<file path="src/rtl/nic_pkg.sv">
package nic_pkg;
    localparam int VEC_W = 8;

    typedef enum logic [1:0] {
        LVL_LO  = 2'd0,
        LVL_MED = 2'd1,
        LVL_HI  = 2'd2,
        LVL_NMI = 2'd3
    } lvl_e;

    typedef struct packed {
        logic       nmi;
        logic [2:0] lvl;
    } exec_t;
endpackage

</file>
<file path="src/rtl/nic_lvl_arb.sv">
module nic_lvl_arb
    import nic_pkg::*;
#(
    parameter int N          = 8,
    parameter bit RR_CAPABLE = 1'b0
) (
    input  logic [N-1:0]     pend,
    input  logic             rr_on,
    input  logic [VEC_W-1:0] last,
    output logic             valid,
    output logic [VEC_W-1:0] idx
);
    logic [N-1:0] sel;

    generate
        if (RR_CAPABLE) begin : g_rr
            logic [N-1:0] above;
            always_comb begin
                for (int i = 0; i < N; i++) begin
                    above[i] = pend[i] && (VEC_W'(i) > last);
                end
                sel = (rr_on && (|above)) ? above : pend;
            end
        end else begin : g_fixed
            logic unused_rr;
            assign unused_rr = rr_on ^ (|last);
            assign sel = pend;
        end
    endgenerate

    always_comb begin
        valid = |sel;
        idx   = '0;
        for (int i = N - 1; i >= 0; i--) begin
            if (sel[i]) idx = VEC_W'(i);
        end
    end
endmodule

</file>
<file path="src/rtl/nic_nest_pop.sv">
module nic_nest_pop
    import nic_pkg::*;
(
    input  exec_t cur,
    output exec_t popped
);
    always_comb begin
        popped = cur;
        if (cur.nmi)         popped.nmi    = 1'b0;
        else if (cur.lvl[2]) popped.lvl[2] = 1'b0;
        else if (cur.lvl[1]) popped.lvl[1] = 1'b0;
        else if (cur.lvl[0]) popped.lvl[0] = 1'b0;
    end
endmodule

</file>
<file path="src/rtl/nest_irq_ctrl.sv">
module nest_irq_ctrl
    import nic_pkg::*;
#(
    parameter int               N_IRQ   = 8,
    parameter logic [VEC_W-1:0] NMI_VEC = 8'hFF
) (
    input  logic               clk,
    input  logic               rst_n,
    input  logic [N_IRQ-1:0]   irq_req,
    input  logic [2*N_IRQ-1:0] irq_lvl,
    input  logic               nmi_req,
    input  logic [2:0]         lvl_en,
    input  logic               rr_en,
    input  logic               reti,
    output logic               ack,
    output logic [VEC_W-1:0]   ack_vec,
    output logic [1:0]         ack_lvl,
    input  logic               reg_addr,
    input  logic               reg_wr,
    input  logic [VEC_W-1:0]   reg_wdata,
    output logic [VEC_W-1:0]   reg_rdata
);
    typedef struct packed {
        exec_t            ex;
        logic [VEC_W-1:0] pri;
        logic             ack;
        logic [VEC_W-1:0] vec;
        lvl_e             lvl;
    } st_t;

    st_t st_d, st_q;

    logic [2:0][N_IRQ-1:0] pend;
    logic [2:0]            arb_v;
    logic [VEC_W-1:0]      arb_idx [3];
    logic [2:0]            elig;
    exec_t                 ex_pop;

    always_comb begin
        for (int l = 0; l < 3; l++) begin
            for (int i = 0; i < N_IRQ; i++) begin
                pend[l][i] = irq_req[i] && (irq_lvl[2*i +: 2] == 2'(l));
            end
        end
    end

    genvar g;
    generate
        for (g = 0; g < 3; g++) begin : g_arb
            nic_lvl_arb #(
                .N          (N_IRQ),
                .RR_CAPABLE (g == 0)
            ) u_arb (
                .pend  (pend[g]),
                .rr_on (rr_en),
                .last  (st_q.pri),
                .valid (arb_v[g]),
                .idx   (arb_idx[g])
            );
        end
    endgenerate

    nic_nest_pop u_pop (
        .cur    (st_q.ex),
        .popped (ex_pop)
    );

    always_comb begin
        elig[2] = lvl_en[2] && !st_q.ex.nmi && !st_q.ex.lvl[2];
        elig[1] = lvl_en[1] && !st_q.ex.nmi && !(|st_q.ex.lvl[2:1]);
        elig[0] = lvl_en[0] && !st_q.ex.nmi && !(|st_q.ex.lvl);
    end

    always_comb begin
        st_d     = st_q;
        st_d.ack = 1'b0;

        if (reti) st_d.ex = ex_pop;

        if (reg_wr && reg_addr) st_d.pri = reg_wdata;

        if (nmi_req && !st_q.ex.nmi) begin
            st_d.ack    = 1'b1;
            st_d.vec    = NMI_VEC;
            st_d.lvl    = LVL_NMI;
            st_d.ex.nmi = 1'b1;
        end else if (elig[2] && arb_v[2]) begin
            st_d.ack       = 1'b1;
            st_d.vec       = arb_idx[2];
            st_d.lvl       = LVL_HI;
            st_d.ex.lvl[2] = 1'b1;
        end else if (elig[1] && arb_v[1]) begin
            st_d.ack       = 1'b1;
            st_d.vec       = arb_idx[1];
            st_d.lvl       = LVL_MED;
            st_d.ex.lvl[1] = 1'b1;
        end else if (elig[0] && arb_v[0]) begin
            st_d.ack       = 1'b1;
            st_d.vec       = arb_idx[0];
            st_d.lvl       = LVL_LO;
            st_d.ex.lvl[0] = 1'b1;
            if (rr_en) st_d.pri = arb_idx[0];
        end
    end

    always_ff @(posedge clk) begin
        if (!rst_n) begin
            st_q <= '{ex: '0, pri: '0, ack: 1'b0, vec: '0, lvl: LVL_LO};
        end else begin
            st_q <= st_d;
        end
    end

    assign ack       = st_q.ack;
    assign ack_vec   = st_q.vec;
    assign ack_lvl   = st_q.lvl;
    assign reg_rdata = reg_addr ? st_q.pri : {st_q.ex.nmi, 4'b0000, st_q.ex.lvl};
endmodule

</file>
<file path="config.mk">
export PLATFORM = sky130hd
export DESIGN_NAME = nest_irq_ctrl
export DESIGN_NICKNAME = d
export VERILOG_FILES = /design/src/rtl/nic_pkg.sv /design/src/rtl/nic_lvl_arb.sv /design/src/rtl/nic_nest_pop.sv /design/src/rtl/nest_irq_ctrl.sv
export SDC_FILE = /design/constraint.sdc
export NUM_CORES = 1
export LEC_CHECK = 0
export BUFFER_PORTS_ARGS = -buffer_cell sky130_fd_sc_hd__clkbuf_2
export CAP_MARGIN = 5
export CORE_MARGIN = 2
export CORE_UTILIZATION = 35
export CTS_CLUSTER_DIAMETER = 60
export DETAILED_ROUTE_END_ITERATION = 10
export PLACE_DENSITY = 0.65
export SYNTH_ARGS = -nofsm -noshare
export SYNTH_HDL_FRONTEND = slang
export SYNTH_SLANG_ARGS = --single-unit
</file>
<file path="constraint.sdc">
create_clock -name clk -period 5.3 [get_ports clk]
set_input_delay 0.53 -clock clk [delete_from_list [all_inputs] [get_ports clk]]
set_output_delay 0.53 -clock clk [all_outputs]
set_load 0.05 [all_outputs]
</file>
# Word level (Yosys, flattened, before mapping)

Cells that the tools add are included.

$lt $le $gt $ge: 8
Eq/ne operators: 16
Muxes and demuxes: 42
Reductions and logical operators: 64

Operator list:

| cell                                                                | count |
|---|---|
| 3-bit two-way mux                                                   | 25 |
| 1-bit logical AND                                                   | 44 |
| 11-bit two-way mux                                                  | 4 |
| 3-bit by 8-bit > comparator with 1-bit output, first input constant | 4 |
| 8-bit two-way mux                                                   | 4 |
| 8-bit OR reduction                                                  | 4 |
| 20-bit two-way mux                                                  | 1 |
| 2-bit by 1-bit == test with 1-bit output, second input constant     | 8 |
| 2-bit == test, second input constant                                | 8 |
| 1-bit by 8-bit > comparator with 1-bit output, first input constant | 2 |
| 2-bit by 8-bit > comparator with 1-bit output, first input constant | 2 |
| 2-bit logical NOT                                                   | 8 |
| 10-bit two-way mux                                                  | 1 |
| 9-bit two-way mux                                                   | 1 |
| 1-bit logical NOT                                                   | 4 |
| 1-bit two-way mux                                                   | 4 |
| 4-bit two-way mux                                                   | 1 |
| 4-bit nonzero test                                                  | 1 |
| 3-bit OR reduction                                                  | 1 |
| 2-bit two-way mux                                                   | 1 |
| 2-bit nonzero test                                                  | 1 |
| 2-bit OR reduction                                                  | 1 |

Register bits: 23
Input port bits: 42
Logic and storage cells: 136

# Logic depth before layout (Yosys ltp)

Gate-level depths: netlist of the first run.

Depth in word-level cells: 19
Mapped depth: 8
Gate-level depth less buffers: 7

# Modules after synthesis

From an unflattened synthesis of the first run, not the netlist that was laid out.

Cells, all modules: 277
Area total of the unflattened synthesis: 2342.2 µm²

By module, submodules not included:

| module                           | instances | cells an instance | area each (µm²) | seq. area each (µm²) |
|---|---|---|---|---|
| nest_irq_ctrl                    | 1         | 162               | 1521.5          | 460.4 |
| nic_lvl_arb (g_arb[0].u_arb)     | 1         | 72                | 540.5           | 0.0 |
| nic_lvl_arb (g_arb[1].u_arb ...) | 2         | 19                | 122.6           | 0.0 |
| nic_nest_pop                     | 1         | 5                 | 35.0            | 0.0 |

# Least setup slack after synthesis of the first run

Ideal clock, no wire load.

Kind: input-to-reg
Start point: input port irq_lvl[8]
End point: register st_q, in the netlist ack_vec[1]
Arrival time: 2.298 ns
Setup slack: 2.883 ns
Stages: 6
Path buffers: 0
Path through: or4b_4 > nor4b_1 > or4_4 > nor3_4 > o21ai_2 > o221a_1

Cells in the longest elaborated chain, start to end: 18
Elaborated cells between the ends (all ways): 39

RTL lines:

| element                         | line                 | source |
|---|---|---|
| from (decl)                     | nest_irq_ctrl.sv:10  | `input logic [2*N_IRQ-1:0] irq_lvl,` |
| 2-bit logical NOT               | nest_irq_ctrl.sv:42  | `pend[l][i] = irq_req[i] && (irq_lvl[2*i +: 2] == 2'(l));` |
| 1-bit logical AND               | nest_irq_ctrl.sv:42  |  |
| 1-bit logical AND               | nic_lvl_arb.sv:20    | `above[i] = pend[i] && (VEC_W'(i) > last);` |
| 8-bit OR reduction              | nic_lvl_arb.sv:22    | `sel = (rr_on && (\|above)) ? above : pend;` |
| 1-bit logical AND               | nic_lvl_arb.sv:22    |  |
| 8-bit two-way mux               | nic_lvl_arb.sv:22    |  |
| 3-bit two-way mux (8 in series) | nic_lvl_arb.sv:35    | `if (sel[i]) idx = VEC_W'(i);` |
| 20-bit two-way mux              | nest_irq_ctrl.sv:97  | `end else if (elig[0] && arb_v[0]) begin` |
| 11-bit two-way mux              | nest_irq_ctrl.sv:92  | `end else if (elig[1] && arb_v[1]) begin` |
| 11-bit two-way mux              | nest_irq_ctrl.sv:87  | `end else if (elig[2] && arb_v[2]) begin` |
| 11-bit two-way mux              | nest_irq_ctrl.sv:82  | `if (nmi_req && !st_q.ex.nmi) begin` |
| to (signal assigned)            | nest_irq_ctrl.sv:108 | `st_q <= '{ex: '0, pri: '0, ack: 1'b0, vec: '0, lvl: LVL_LO};` |
| to (signal assigned)            | nest_irq_ctrl.sv:110 | `st_q <= st_d;` |
| to (decl)                       | nest_irq_ctrl.sv:31  | `st_t st_d, st_q;` |

Several ways; a longest one is shown, not always the timed one. The select of a mux whose other input is x is not followed.
A chain may end at the register's enable or synchronous reset.

# Worst setup path after layout of the first run

Start point: register st_q[12] in the netlist's numbering
End point: register st_q[11] in the netlist's numbering

Cells in the longest elaborated chain, start to end: 18
Elaborated cells between the ends (all ways): 34

RTL lines:

| element                                                                     | line                 | source |
|---|---|---|
| 1-bit by 8-bit > comparator with 1-bit output, or another cell as far along | nic_lvl_arb.sv:20    |  |
| 1-bit logical AND                                                           | nic_lvl_arb.sv:20    |  |
| 8-bit OR reduction                                                          | nic_lvl_arb.sv:22    |  |
| 1-bit logical AND                                                           | nic_lvl_arb.sv:22    |  |
| 8-bit two-way mux (*)                                                       | nic_lvl_arb.sv:22    |  |
| 3-bit two-way mux (8 in series)                                             | nic_lvl_arb.sv:35    |  |
| 8-bit two-way mux                                                           | nest_irq_ctrl.sv:102 | `if (rr_en) st_d.pri = arb_idx[0];` |
| 20-bit two-way mux (*)                                                      | nest_irq_ctrl.sv:97  |  |
| 9-bit two-way mux (*)                                                       | nest_irq_ctrl.sv:92  |  |
| 10-bit two-way mux (*)                                                      | nest_irq_ctrl.sv:87  |  |
| 11-bit two-way mux (*)                                                      | nest_irq_ctrl.sv:82  |  |

Every way passes the cells marked *; elsewhere a longest branch is shown, timed or not. The select of a mux whose other input is x is not followed.

==> results of run 1 <==
-- flip-flops by register name (all words and copies together) (netlist names) --
| register | count |
|---|---|
| st_q | 12 |
| ack_lvl | 2 |
| ack_vec | 4 |
| ack | 1 |
-- final timing paths --
path | startpoint | end | slack, ns | cells past startpoint
worst min-delay path | st_q[15] | st_q[15] | 0.48 | 2
worst min register to register | st_q[15] | st_q[15] | 0.48 | 2
worst max register to register | st_q[12] | st_q[11] | 2.67 | 7
worst max-delay path | st_q[12] | st_q[11] | 2.67 | 7
-- power groups by stage --
stage               registers [mW]  logic (mW)  clock network (mW)
floorplan                    0.170       0.174                   0
global placement             0.173       0.219                   0
detailed placement           0.173       0.220                   0
CTS                          0.170       0.221               0.106
global route                 0.172       0.242               0.116
finish                       0.170       0.222               0.104
-- Yosys cell counts (4+ instances only) --
cell type,number
dfxtp_1,19
o22ai_1,6
o21ai_0,15
nor2_1,14
a31oi_1,5
and3b_1,4
nor3b_1,6
mux2_2,4
clkbuf_1,4
and2_1,7
inv_1,6
nand2_1,19
nand3b_1,15
nand3_1,15
buf_4,11
or3b_2,4
nand4_1,8
a21oi_1,15
nand2b_1,5
-- area by class of cell --
cell class	count	area [um^2]
flip-flops and latches	19	380.4
clock buffers	3	41.29
fillers	566	2937
inverters	6	22.52
repair buffers	60	300.3
well taps	70	87.58
multi-input cells	205	1366
clock inverters	1	5.005
-- cell families (layout without fill, tap and decap cells) --
family                 Yosys count  in the layout  synth area share [%]
and+or+nand+nor                121            121                 40.45
buffers and inverters           24             70                 7.119
DFF                             19             19                 20.23
AOI/OAI and AO/OA               78             78                 28.74
muxes                            6              6                 3.460
-- layer usage --
layer / GRT usage (%) / wire length, um
met1: 24.05 / 2503
met5: 0 / 0
met2: 32.17 / 2599
met3: 3.529 / 226
met4: 3.929 / 54
-- stage by stage --
| step | setup WS, ns | hold slack [ns] | area, um^2 |
|---|---|---|---|
| floorplan | 2.883 | 0.4447 | 1881 |
| global placement | 2.444 | 0.4589 | 2157 |
| detailed placement | 2.428 | 0.4640 | 2157 |
| CTS | 2.705 | 0.4762 | 2203 |
| global route | 2.522 | 0.5170 | 2203 |
| finish | 2.671 | 0.4754 | 2203 |
-- worst min-delay path: cells and delay by family, from the launching register on --
family	cells	cell delay, ns
AND/OR/NAND/NOR	1	0.05
AO/OA/AOI/OAI	1	0.05
flip-flops	1	0.33
==> summary.md, run 1 <==
| Metric | Value |
|---|---|
| Final min period | 2.629 ns |
| Synth Instances | 248 |
| RSZ-0062 raised after global routing | false |
| Commonest non-fill, non-tap cell in the layout | clkbuf_2 |
| RePlAce Congestion | 0.9434 |
| Final hold viol count | 0 |
| DR DRC count | 0 |
| Synth-to-layout area growth | 17.17% |
| Pwr/cell area | 224.9 nW/um^2 |
| Post-synth top flop | dfxtp_1 |
| Die W | 77.30 um |
| Largest net degree at the start of global routing | 16 |
| Area share of the largest cell type after synthesis | 20.23% |
| Critical path's slowest cell | dfxtp_1 |
| Cell total after placement | 360 |
| Final core utilization | 42.87% |
| Flops & latches, synth | 19 |
| Post-CTS Setup Inserts | 0 |
| Clk sinks | 19 |
| Num CTS Buffers | 3 |
| Ports | 61 |
| Core area | 5140 um^2 |
| CP max FO | 12 |
| Status | complete, no violations |
| Slew @ Worst Pin | 0.6653 ns |
| Buf/Inv on CP | 0 |
| Antenna diodes | 0 |
| GRT Resource Usage Total | 18.63% |
| Port Buffers | 60 |
| # rows | 26 |
| TritonCTS clock tree | built |
| CTS clock-pin slew for the worst setup and hold paths | 0.07 ns |
| Detailed Route Iter0 Violations | 131 |
| Synth top area cells | dfxtp_1 20%, nand3b_1 6.0%, buf_4 4.4%, a21oi_1 4.0%, nand3_1 4.0% |
| Commonest cells after routing, fill and taps aside | 60 x clkbuf_2, 19 x nand2_1, 19 x dfxtp_1 |
| Cell family with the largest share of critical-path delay | compound AO/OA/AOI/OAI gates |
| Synth unique cells | 63 |
| Syn Area/Cell | 7.583 um^2 |
| First-pass GRT wire length | 9170 um |
| # Max-Cap Violations | 0 |
| Yosys warnings | 0 |
| Post-cts resize count | 0 |
| Setup TNS Final | 0 ns |
| Logic pwr share | 44.7% |
| Htree depth | 1 |
| Die area | 5975 um^2 |
| Clk_skew | 0.002079 ns |
| Initial antenna violation count | 0 |
| Starting Density | 36.59% |
| Worst path max stage delay | 0.61 ns |
| P_int | 0.2876 mW |
| Root Buffer | clkbuf_8 |
| CP startpoint kind | register |
| DR vias | 2087 |
| Net Count, Synth | 290 |
| DRT antenna net count | 0 |
| Max Clk Rate | 0.3804 GHz |
| Total Power | 0.4955 mW |
| Sw Share | 41.96% |
| CTS Buffer Depth | 2 |
| Synth area leader | dfxtp_1 |
| Async set or reset register ratio after synthesis | 0% |
| Max Slew Vio Count | 0 |
| Sw power | 0.2079 mW |
| Post-synth EDFFs | 0 |
| CP endpoint kind | register |
| Clk_lat worst skew | 0.26 ns |
| Pre-antenna DRT Iters | 5 |
| Slew HR | 55.02% |
| Clock share of power | 21.0% |
| DP HPWL | 4370 um |
| Die Span Y | 77.30 um |
| Reg power frac | 34.3% |
| Final setup violation count | 0 |
| CP arrival | 2.78 ns |
| Vias in the first global route | 1989 |
| Critical path class | register to register |
| Seq/Total Area, Yosys | 20.23% |
| Hold_buf cts | 0 |
| Final period utilization | 49.60% |
| Req. time, crit path | 5.45 ns |
| HP Class | register to register |
| Share of cells above drive strength 1 | 30.61% |
| WL final | 5384 um |
| Pleak | 0.9716 nW |
| Final Net Count | 337 |
| Synth Cell Area | 1881 um^2 |
| Fin cells | 364 |
| Max rail drop VDD | 102.0 uV |
| GR Overflow Total | 0 |
| Vias per Instance | 5.734 |
| Wire per inst | 14.79 um |
| Worst-path cell chain | o21ai_1, a22o_2, or3_1, o21ai_0, a21oi_1, a21o_1, o311a_2 |
Power figures use the tool's default switching activity.
==> inputs of run 2 (changes only) <==
- clock period: 5.3 -> 2.62 ns (I/O delays scaled with it)
==> summary.md, run 2 (synthesis gave the netlist of run 1 again) <==
| Metric | Value |
|---|---|
| Sw Share | 41.30% (-0.66 points) |
| Reg2Reg Capture Point | st_q[11] |
| Metal2 WL | 2616 um (+0.65%) |
| Die Span Y | 77.30 um (unchanged) |
| Final hold viol count | 0 (unchanged) |
| Core area | 5140 um^2 (unchanged) |
| CP max FO | 8 (-4) |
| Clk_skew | 0.004128 ns (+0.002049 ns) |
| Wire per inst | 14.75 um (-0.28%) |
| Synth-to-layout area growth | 20.36% |
| Req. time, crit path | 2.76 ns (-2.69 ns) |
| Worst path depth | 7 (unchanged) |
| DRT antenna net count | 0 (unchanged) |
| Vias per Instance | 5.634 (-1.7%) |
| Buf/Inv on CP | 0 (unchanged) |
| Htree depth | 1 (unchanged) |
| Clk_lat worst skew | 0.25 ns (about the same) |
| Minimum hold slack | 0.2529 ns (-0.2225 ns) |
| Die area | 5975 um^2 (unchanged) |
| Crit. Startpoint | st_q[12] |
| RSZ-0062 raised after global routing | false |
| Final core utilization | 44.04% (+1.2 points) |
| Reg with most FFs | st_q |
| Die W | 77.30 um (unchanged) |
| Register-to-Register Path Depth | 7 (unchanged) |
| Reg power frac | 34.0% (-0.3 points) |
| Ports | 61 (unchanged) |
| CP Capture Point | st_q[11] |
| Met3 WL | 269 um (+19%) |
| Final WS setup | 0.09978 ns (-2.571 ns) |
| GR Overflow Total | 0 (unchanged) |
| Met1 WL | 2546 um (+1.7%) |
| Commonest non-fill, non-tap cell in the layout | clkbuf_2 |
| Crit Reg-Reg Startpoint | st_q[12] |
| WL final | 5487 um (+1.9%) |
| Detailed Route Iter0 Violations | 144 (+9.9%) |
| Hold_buf cts | 0 (unchanged) |
| Worst-path cell chain | o21ai_1, a22o_2, or3_1, o21ai_0, a21oi_1, a21o_1, o311a_2 |
| Pleak | 1.014 nW (+4.3%) |
| Pwr/cell area | 444.4 nW/um^2 (+98%) |
| Slew HR | 65.05% (+10 points) |
| Cell family with the largest share of critical-path delay | compound AO/OA/AOI/OAI gates |
| Starting Density | 36.59% (unchanged) |
| Final Net Count | 345 (+2.4%) |
| CTS Buffer Depth | 2 (unchanged) |
| Max Clk Rate | 0.3968 GHz (+4.3%) |
| GRT Resource Usage Total | 18.39% (-0.25 points) |
| Post-CTS Setup Inserts | 0 (unchanged) |
| CP endpoint kind | register |
| Initial antenna violation count | 0 (unchanged) |
| Port Buffers | 60 (unchanged) |
| CP startpoint kind | register |
| Largest net degree at the start of global routing | 16 (unchanged) |
| Max reg flops | 12 (unchanged) |
| Worst path max stage delay | 0.51 ns (-0.10 ns) |
| Area of the multi-input gates | 1366 um^2 (unchanged) |
| Logic pwr share | 46.0% (+1.3 points) |
| Pre-CTS WS | 0.1964 ns (-2.232 ns) |
| Post-cts resize count | 0 (unchanged) |
| Internal reg-to-reg setup slack | 0.1 ns (-2.57 ns) |
| Final period utilization | 96.19% (+47 points) |
| # Max-Cap Violations | 0 (unchanged) |
| Max Slew Vio Count | 0 (unchanged) |
| Sw power | 0.4154 mW (+100%) |
| DR DRC count | 0 (unchanged) |
| Antenna diodes | 0 (unchanged) |
| Top layer used by detailed routing | met4 |
| Root Buffer | clkbuf_8 |
| P_int | 0.5905 mW (+110%) |
| Status | complete, no violations |
| Max rail drop VDD | 226.4 uV (+120%) |
| CP arrival | 2.66 ns (-0.12 ns) |
| Setup TNS Final | 0 ns (unchanged) |
| Vias in the first global route | 1910 (-4.0%) |
| Critical path class | register to register |
| Clock share of power | 20.1% (-0.9 points) |
| RePlAce Congestion | 0.9030 (-4.3%) |
| CTS clock-pin slew for the worst setup and hold paths | 0.07 ns (about the same) |
| FF/Latch Area | 380.4 um^2 (unchanged) |
| Critical path's slowest cell | dfxtp_1 |
| TritonCTS clock tree | built |
| Slew @ Worst Pin | 0.5231 ns (-0.1422 ns) |
| Commonest cells after routing, fill and taps aside | 60 x clkbuf_2, 19 x nand2_1, 19 x dfxtp_1 |
| Final min period | 2.520 ns (-0.1085 ns) |
| DR vias | 2096 (+0.43%) |
| DP HPWL | 4562 um (+4.4%) |
| HP Class | input pin to register |
| Final setup violation count | 0 (unchanged) |
| # rows | 26 (unchanged) |
| Layout fillers | 567 (+0.18%) |
| Share of cells above drive strength 1 | 32.45% (+1.8 points) |
| Clk sinks | 19 (unchanged) |
| First-pass GRT wire length | 9066 um (-1.1%) |
| Pre-antenna DRT Iters | 4 (-1) |
| Num CTS Buffers | 3 (unchanged) |
## run 2: cell count changes in the layout (fill, tap and decap cells not counted), sizes merged
| cell | previous run | this run |
|---|---|---|
| buf | 0 | 8 |
## run 2: worst min-delay path by stage
stage | startpoint | end | cells past startpoint
3_3_place_gp | st_q[15] | st_q[15] | 2
5_1_grt | reg_wdata[4] | st_q[15] | 3
4_1_cts | reg_wdata[6] | st_q[17] | 3
2_1_floorplan | reg_wdata[4] | st_q[15] | 2
3_5_place_dp | st_q[15] | st_q[15] | 2
6_report | reg_wdata[6] | st_q[17] | 3
## run 2: layout make-up
type	instances	share of cell area (%)
Clock inverter	1	0.2211
Timing Repair Buffer	68	15.92
Clock buffer	3	1.824
Sequential cell	19	16.80
Tap cell	70	3.870
Inverter	6	0.9950
Multi-Input combinational cell	205	60.36
## run 2: power by group through the flow
stage	Sequential [mW]	Combinational (mW)	Clock (mW)
after floorplan	0.343	0.353	0
after global placement	0.348	0.458	0
after detailed placement	0.348	0.459	0
after CTS	0.341	0.461	0.208
after global routing	0.346	0.502	0.226
final	0.342	0.462	0.202
## run 2: routing by layer
metal / global-route usage, % / up-vias
met1: 24.98 / 972
met2: 30.78 / 67
met5: 0 / -
met4: 2.679 / 0
li1: - / 1051
met3: 3.529 / 6
## run 2: stage by stage
stage | area [um^2] | total power [mW] | cells
3_5_place_dp | 2217 | 0.8072 | 368
4_1_cts | 2263 | 1.010 | 372
5_1_grt | 2263 | 1.074 | 372
6_report | 2263 | 1.006 | 372
3_3_place_gp | 2217 | 0.8060 | 368
2_1_floorplan | 1881 | 0.6963 | 248
## run 2: worst min-delay path: cells and delay by family
family | cells | cell delay [ns]
compound gates | 1 | 0.05
buf+inv | 1 | 0.08
simple gates | 1 | 0.07
==> inputs of run 3 (changes only) <==
- ABC_AREA: unset -> 1
- PLACE_DENSITY: 0.65 -> 0.66
- clock period: 2.62 -> 3.2 ns (I/O delays scaled with it)
==> summary.md, run 3 <==
| Metric | Value |
|---|---|
| GR Overflow Total | 0 (unchanged) |
| Post-cts resize count | 0 (unchanged) |
| Post-synthesis mux area share | 0% (-3.5 points) |
| Commonest cells after routing, fill and taps aside | 78 x nand2_1, 60 x clkbuf_2, 46 x inv_1, 46 x nor2_1, 32 x nand3_1 |
| Crit Reg-Reg Startpoint | st_q[18] |
| First-pass GRT wire length | 7452 um (-18%) |
| Async set or reset register ratio after synthesis | 0% (unchanged) |
| Buf/Inv on CP | 0 (unchanged) |
| DR DRC count | 0 (unchanged) |
| Commonest non-fill, non-tap cell in the layout | nand2_1 |
| Compound-Gate Fraction of Synth Area | 15.02% (-14 points) |
| RSZ-0062 raised after global routing | false |
| Largest family of logic cells by synthesized area | simple AND/OR/NAND/NOR gates |
| Req. time, crit path | 3.35 ns (+0.59 ns) |
| CP endpoint kind | register |
| DP HPWL | 3769 um (-17%) |
| Clk_skew | 0.001760 ns (-0.002368 ns) |
| Post-synth top flop | dfxtp_1 |
| Port Buffers | 60 (unchanged) |
| Clk sinks | 19 (unchanged) |
| GRT Resource Usage Total | 17.20% (-1.2 points) |
| Slew @ Worst Pin | 0.4395 ns (-0.08357 ns) |
| Worst path max stage delay | 0.33 ns (-0.18 ns) |
| Syn Area/Cell | 5.655 um^2 (-25%) |
| Max Clk Rate | 0.4431 GHz (+12%) |
| CP max FO | 7 (-1) |
| Pleak | 1.215 nW (+20%) |
| Htree depth | 1 (unchanged) |
| Simple-Gate Fraction of Synth Area | 46.81% (+6.4 points) |
| HP Class | input pin to register |
| P_int | 0.4526 mW (-23%) |
| Final Net Count | 396 (+15%) |
| Critical path class | register to register |
| Logic pwr share | 44.1% (-1.9 points) |
| # Max-Cap Violations | 0 (unchanged) |
| Largest net degree at the start of global routing | 14 (-2) |
| Wire per inst | 10.62 um (-28%) |
| Synth Cell Area | 1708 um^2 (-9.2%) |
| Die W | 73.86 um (-4.5%) |
| Status | complete, no violations |
| CTS Buffer Depth | 2 (unchanged) |
| Initial antenna violation count | 0 (unchanged) |
| Sw Share | 43.03% (+1.7 points) |
| Layout fillers | 546 (-3.7%) |
| Vias per Instance | 4.674 (-17%) |
| Reg power frac | 35.1% (+1.1 points) |
| Register-to-Register Path Depth | 14 (+7) |
| Post-CTS Setup Inserts | 0 (unchanged) |
| DP Area | 2008 um^2 (-9.4%) |
| Net Count, Synth | 344 (+19%) |
| Hold_sp | reg_wdata[5] |
| Antenna diodes | 0 (unchanged) |
| Share of cells above drive strength 1 | 23.80% (-8.7 points) |
| Synth top area cells | dfxtp_1 22%, nand2_1 17%, inv_1 10%, nor2_1 10%, nand3_1 9.4% |
| Final setup violation count | 0 (unchanged) |
| Detailed Route Iter0 Violations | 89 (-38%) |
| Die area | 5455 um^2 (-8.7%) |
| Pre-antenna DRT Iters | 4 (unchanged) |
| Synth area leader | dfxtp_1 |
| WL final | 4459 um (-19%) |
| Design area | 2054 um^2 (-9.2%) |
| Max Slew Vio Count | 0 (unchanged) |
| Endpoint of the worst hold path | st_q[16] |
| Internal reg-to-reg setup slack | 0.94 ns (+0.84 ns) |
| Flops & latches, synth | 19 (unchanged) |
| Post-Synth Adder-Cell Area | 0% (unchanged) |
| Starting Density | 36.16% (-0.43 points) |
| Post-synth EDFFs | 0 (unchanged) |
| Final min period | 2.257 ns (-0.2632 ns) |
| Count leader, synth | nand2_1 |
| Root Buffer | clkbuf_8 |
| Num CTS Buffers | 3 (unchanged) |
| Slew HR | 70.67% (+5.6 points) |
| Final period utilization | 70.53% (-26 points) |
| Hold_buf cts | 0 (unchanged) |
| Pwr/cell area | 386.6 nW/um^2 (-13%) |
| Cell family with the largest share of critical-path delay | simple AND/OR/NAND/NOR gates |
| Clk_lat worst skew | 0.25 ns (about the same) |
| Yosys warnings | 0 (unchanged) |
| TritonCTS clock tree | built |
| CP startpoint kind | register |
| Synth-to-layout area growth | 20.29% (about the same) |
| CTS clock-pin slew for the worst setup and hold paths | 0.07 ns (about the same) |
| Hold depth | 3 (unchanged) |
| Worst-path cell chain | nor2_2, nand3_2, nor2_2, o21ai_1, nand3_2, nand2_4, o21bai_1, nand2_1, nor2_2, nand2_2, nand4_1, nand2_1, nand2_1, nor2_1 |
| Clock share of power | 20.8% (+0.7 points) |
| RePlAce Congestion | 0.9585 (+6.1%) |
| DR vias | 1963 (-6.3%) |
| Seq/Total Area, Yosys | 22.27% (+2.0 points) |
| Area share of the largest cell type after synthesis | 22.27% (+2.0 points) |
| CP arrival | 2.41 ns (-0.25 ns) |
| Sw power | 0.3418 mW (-18%) |
| Top cells by count, synth | 78 x nand2_1, 46 x inv_1, 46 x nor2_1 |
| Xor-xnor portion of the synthesized cell area | 0% (unchanged) |
| Die Span Y | 73.86 um (-4.5%) |
| # rows | 25 (-3.8%) |
| Setup TNS Final | 0 ns (unchanged) |
| Final hold viol count | 0 (unchanged) |
| Critical path's slowest cell | dfxtp_1 |
| DRT antenna net count | 0 (unchanged) |
| Synth unique cells | 32 (-49%) |
| Reg with most FFs | st_q |
| Max reg flops | 12 (unchanged) |
| Vias in the first global route | 1763 (-7.7%) |
| Ports | 61 (unchanged) |
| Reg2Reg Capture Point | st_q[13] |
| Synth Instances | 302 (+22%) |
| Core area | 4723 um^2 (-8.1%) |
| Max rail drop VDD | 172.9 uV (-24%) |
[run 3: kinds of logic after synthesis]
| family | after synthesis |
|---|---|
| AOI/OAI and AO/OA | 43 |
| buffers and inverters | 62 |
| and+or+nand+nor | 178 |
| DFF | 19 |
[run 3: power groups by stage]
stage | logic [mW] | clock network (mW) | registers [mW]
2_1_floorplan | 0.273 | 0 | 0.285
3_3_place_gp | 0.346 | 0 | 0.284
3_5_place_dp | 0.349 | 0 | 0.284
4_1_cts | 0.351 | 0.174 | 0.279
5_1_grt | 0.391 | 0.184 | 0.283
6_report | 0.350 | 0.166 | 0.279
[run 3: worst max path at each step]
stage | slack [ns] | to | cells past startpoint | from
floorplan | 1.26 | reg_rdata[1] | 2 | reg_addr
global placement | 1.07 | st_q[12] | 13 | irq_lvl[12]
detailed placement | 0.97 | st_q[13] | 13 | irq_lvl[12]
CTS | 0.97 | st_q[13] | 14 | st_q[18]
global route | 0.68 | st_q[13] | 14 | st_q[18]
finish | 0.94 | st_q[13] | 14 | st_q[18]
[run 3: through the flow]
stage	hold slack (ns)	util, %	std cells	setup WS (ns)	power, mW
5_1_grt	0.3174	43.50	420	0.6845	0.8577
3_5_place_dp	0.4729	42.52	416	0.9668	0.6335
2_1_floorplan	0.4404	-	302	1.264	0.5576
6_report	0.3060	43.50	420	0.9430	0.7943
4_1_cts	0.3033	43.50	420	0.9665	0.8040
3_3_place_gp	0.4657	42.52	416	1.072	0.6306
[run 3: worst reg2reg max path, delay by kind of cell, from the launching register on]
| family | cells | cell delay, ns |
|---|---|---|
| AO/OA/AOI/OAI | 2 | 0.36 |
| AND/OR/NAND/NOR | 12 | 1.45 |
| flip-flops | 1 | 0.33 |
[run 3: metal layers]
metal,global-route usage [%],vias up,part of all wire [%]
li1,-,1063,-
met1,23.74,845,48
met2,27.28,51,45
met3,3.841,4,5.3
met4,3.838,0,0.74
met5,0,-,0
[run 3: final cells by class]
type,instances,area (um^2),area share (%)
repair buffers,61,307.8,14.98
clock inverters,1,5.005,0.2436
multi-input cells,221,1056,51.40
flip-flops and latches,19,380.4,18.51
inverters,48,180.2,8.770
clock buffers,3,41.29,2.010
well taps,67,83.83,4.080
